**src/rtl/br_npc.sv**
```systemverilog
module br_npc #(
  parameter int          AW         = 32,
  parameter int          DW         = 32,
  parameter int          RW         = 5,
  parameter bit          DELAY_SLOT = 1'b0,
  parameter logic [31:0] RESET_PC   = 32'h0000_0100
) (
  input  logic          clk,
  input  logic          rst_n,
  input  logic          dec_valid,
  input  logic [1:0]    dec_op,
  input  logic [DW-1:0] dec_rs_val,
  input  logic [RW-1:0] dec_rs_idx,
  input  logic [15:0]   dec_off,
  input  logic [AW-1:0] dec_pc4,
  input  logic          ex_wr_en,
  input  logic [RW-1:0] ex_wr_idx,
  output logic [AW-1:0] pc,
  output logic          flush,
  output logic          stall
);
  localparam logic [1:0] OP_BZ  = 2'b01;
  localparam logic [1:0] OP_BNZ = 2'b10;
  localparam int         EXT_W  = AW - 18;

  logic [AW-1:0] pc_q;
  logic          bubble_q;
  logic          held_q;

  logic          is_br;
  logic          hazard;
  logic          rs_zero;
  logic          taken;
  logic [AW-1:0] target;
  logic [AW-1:0] pc_nxt;

  assign is_br   = dec_valid && !bubble_q && (dec_op == OP_BZ || dec_op == OP_BNZ);
  assign hazard  = is_br && ex_wr_en && (ex_wr_idx == dec_rs_idx) && !held_q;
  assign rs_zero = (dec_rs_val == '0);
  assign taken   = is_br && !hazard && ((dec_op == OP_BZ) ? rs_zero : !rs_zero);
  assign target  = dec_pc4 + {{EXT_W{dec_off[15]}}, dec_off, 2'b00};
  assign pc_nxt  = hazard ? pc_q : (taken ? target : pc_q + AW'(4));

  generate
    if (DELAY_SLOT) begin : g_delay
      assign flush = 1'b0;
    end else begin : g_squash
      assign flush = taken;
    end
  endgenerate

  assign stall = hazard;
  assign pc    = pc_q;

  always_ff @(posedge clk) begin
    if (!rst_n) begin
      pc_q     <= RESET_PC[AW-1:0];
      bubble_q <= 1'b0;
      held_q   <= 1'b0;
    end else begin
      pc_q     <= pc_nxt;
      bubble_q <= flush;
      held_q   <= hazard;
    end
  end
endmodule


```
**config.mk**
```make
export PLATFORM = sky130hd
export DESIGN_NAME = br_npc
export DESIGN_NICKNAME = d
export VERILOG_FILES = /design/src/rtl/br_npc.sv
export SDC_FILE = /design/constraint.sdc
export NUM_CORES = 1
export LEC_CHECK = 0
export BUFFER_PORTS_ARGS = -buffer_cell sky130_fd_sc_hd__buf_2
export CORE_MARGIN = 1.5
export CORE_UTILIZATION = 36
export CTS_CLUSTER_SIZE = 10
export DETAILED_ROUTE_END_ITERATION = 6
export GPL_ROUTABILITY_DRIVEN = 0
export GPL_TIMING_DRIVEN = 0
export SYNTH_ARGS = -nofsm -noshare
export SYNTH_HDL_FRONTEND = slang
export SYNTH_SLANG_ARGS = --single-unit
```
**constraint.sdc**
```tcl
create_clock -name clk -period 6.9 [get_ports clk]
set_clock_uncertainty 0.15 [all_clocks]
set_input_delay 0.345 -clock clk [delete_from_list [all_inputs] [get_ports clk]]
set_output_delay 0.345 -clock clk [all_outputs]
set_load 0.005 [all_outputs]
```
==> results.json <==
{
  "status": "complete, no violations",
  "drv_cap": 0,
  "r2r-end": "pc[29]",
  "ir_drop_mv": 0.0800,
  "power_density_nw_per_um2": 164,
  "worstPathRequired_ps": 6930,
  "pwr-share-clk_pct": 32.0,
  "r2r_setup_slack_ps": 4050,
  "final_cell_mix": "134 x buf_2, 69 x a21oi_1, 59 x nand2_1",
  "slew_headroom_pct": 42.0,
  "rsz0062_at_grt": "false",
  "synth.avg_cell_area_um2": 7.15,
  "die_w_um": 102,
  "drv_slew": 0,
  "die_y_um": 102,
  "path_buf_inv": 1,
  "hp-class": "in -> reg",
  "met3_usage_pct": 4.45,
  "cts_inserted_buffers": 5,
  "fillers": 1005,
  "initial_core_util_pct": 37.7,
  "clkLatencyLatePin_ps": 300,
  "cts_resized": 0,
  "start_kind": "flip-flop",
  "syn-cell-area_um2": 3530,
  "row_count": 35,
  "wl_per_cell_um": 16.1,
  "cts.reportedPaths.clkPinSlew_ps": 80,
  "nNetsFinal": 758,
  "grt_pass1_vias": 4041,
  "p_comb_share_pct": 36.4,
  "worst_slew_pin_slew_ps": 863,
  "critPathMaxStageDelay_ps": 700,
  "syn_inst": 494,
  "reg2regPathDepth": 9,
  "dpl_cell_area_um2": 4340,
  "cellLeakagePower_nw": 2.06,
  "io_buffers": 129,
  "cts_max_path_buffers": 2,
  "post-cts-setup-buffers": 0,
  "antenna_found_initial": 0,
  "vias": 4360,
  "path_common_cell": "nand2_1",
  "cts_hold_buf": 0,
  "ys_ff_latch": 34,
  "drtAntennaViolNets": 0,
  "hp-start": "dec_pc4[1]",
  "cp.arrival_ps": 2880,
  "switching_share_pct": 34.1,
  "dieArea_um2": 10400,
  "drc": 0,
  "period_share_pct": 41.2,
  "r2r-start": "pc[2]",
  "grt_use_total_pct": 23.2,
  "cts-root-buf": "clkbuf_8",
  "crit_fanout": 7,
  "pin_count": 130,
  "cpLargestDelayFamily": "simple AND/OR/NAND/NOR gates",
  "cts_tree": "built",
  "path_cells": "and4_1 -> clkbuf_1 -> nand3_1 -> nor3_1 -> nand2_1 -> a21o_1 -> nand2_1 -> o31ai_1 -> a22o_1",
  "multiInputGateArea_um2": 2700,
  "ys.flop_type": "dfxtp_1",
  "syn-num-nets": 622,
  "grt_pass1_wl_mm": 19.2,
  "tns_ps": 0,
  "synth-edff-count": 0,
  "final_common_cell": "buf_2",
  "max_freq_mhz": 351,
  "yosysSeqAreaShare_pct": 19.3,
  "crit_slowest_cell": "nor3_1",
  "htreeDepth": 2,
  "hold_violations": 0,
  "setup_viol": 0,
  "seq_power_share_pct": 31.6,
  "min_period_ps": 2850,
  "crit_type": "reg -> reg",
  "design_area_um2": 4480,
  "min_delay_worst_endpoint": "pc[1]",
  "async_reset_ff_share_pct": 0,
  "cts.sinks": 34,
  "seqCellArea_um2": 681,
  "grt.busiest_layer": "met2",
  "cp-end-kind": "flip-flop",
  "drive_gt1_share_pct": 24.2,
  "use_met2_pct": 39.9,
  "p_sw_uw": 250,
  "antenna_cells": 0,
  "ys_types": 55,
  "use_met1_pct": 28.9,
  "core_um2": 9370,
  "dp_hpwl_mm": 9.52,
  "vias_per_cell": 5.74,
  "ys.warnings.count": 0,
  "drtPass1Iterations": 5,
  "grt_overflow": 0,
  "power.internal_uw": 484,
  "routed_wl_mm": 12.2,
  "area_growth_pct": 26.9,
  "holdPathStages": 3,
  "grt_max_degree": 16,
  "drt_iter0_drc": 317
}
==> synth_stat cells (all sizes together) (3+ instances only) <==
library cell	instances	share of area, %
a31oi	11	1.9
o21ai	37	5.2
ha	31	11
a21oi	69	9.8
or3	3	0.67
xnor2	15	3.7
nor4	10	1.8
and3	14	2.5
xor2	12	3.0
buf	7	1.3
inv	13	1.4
dfxtp	34	19
nand4	9	1.6
nor2	32	3.4
nor3b	4	0.85
and4	4	0.99
a21o	16	3.4
nor3	12	1.7
nand2	60	6.6
o221ai	8	2.0
a211oi	10	2.1
o221a	3	0.96
clkbuf	14	1.5
nand3	26	3.8
==> metrics by stage <==
step / cells / total power, mW / setup WS [ps] / hold WS, ps / util (%)
6_report: 760 / 0.734 / 4050 / 137 / 47.8
5_1_grt: 760 / 0.775 / 3790 / 141 / 47.8
4_1_cts: 760 / 0.732 / 4020 / 137 / 47.8
3_5_place_dp: 752 / 0.499 / 3780 / 305 / 46.3
3_3_place_gp: 752 / 0.496 / 3780 / 301 / 46.3
2_1_floorplan: 494 / 0.403 / 4250 / 303 / -
==> cell families after synthesis <==
group	share of synthesized area, %
mux	0.886
fa+ha+maj	11.6
compound gates	31.0
simple gates	26.3
xor+xnor	6.70
buf+inv	4.22
flops	19.3
==> final cells by class <==
cell class                 instances  share of cell area, %
multi-input combinational        426                   60.3
sequential                        34                   15.2
timing repair buffer             129                   14.4
tap                              129                   3.60
buffer                            21                   2.23
clock buffer                       6                   1.84
clock inverter                     2                   1.34
inverter                          13                   1.09
==> power groups by stage <==
stage / clock [mW] / combinational [mW] / sequential [mW]
4_1_cts: 0.235 / 0.265 / 0.231
6_report: 0.235 / 0.267 / 0.232
2_1_floorplan: 0 / 0.170 / 0.233
5_1_grt: 0.242 / 0.299 / 0.234
3_5_place_dp: 0 / 0.263 / 0.236
3_3_place_gp: 0 / 0.261 / 0.235
==> worst register-to-register path, stage by stage (launching register included) <==
cell and delay, ps:
dfxtp_1 440, and4_1 210, clkbuf_1 260, nand3_1 200
nor3_1 700, nand2_1 180, a21o_1 220, nand2_1 60
o31ai_1 70, a22o_1 240
==> registers in the layout (all words and copies together) (netlist names) <==
name / cells
held_q: 1
bubble_q: 1
pc: 32
==> worst max-delay path by stage <==
stage             startpoint      to  slack, ps  depth (start not counted)
6_report               pc[2]  pc[29]       4050                          9
3_5_place_dp      dec_off[0]  pc[22]       3780                         11
2_1_floorplan     dec_off[0]  pc[22]       4250                         10
3_3_place_gp      dec_off[0]  pc[22]       3780                         11
4_1_cts        dec_rs_val[5]   flush       4020                         11
5_1_grt            dec_op[0]   stall       3790                          7
==> per-layer routing <==
metal	up-vias	share of wire [%]	wire length [um]
met5	-	0	0
met4	0	1.9	231
met3	24	8.7	1060
met2	202	48	5820
met1	1993	42	5090
li1	2141	-	-
Power figures use the tool's default switching activity.
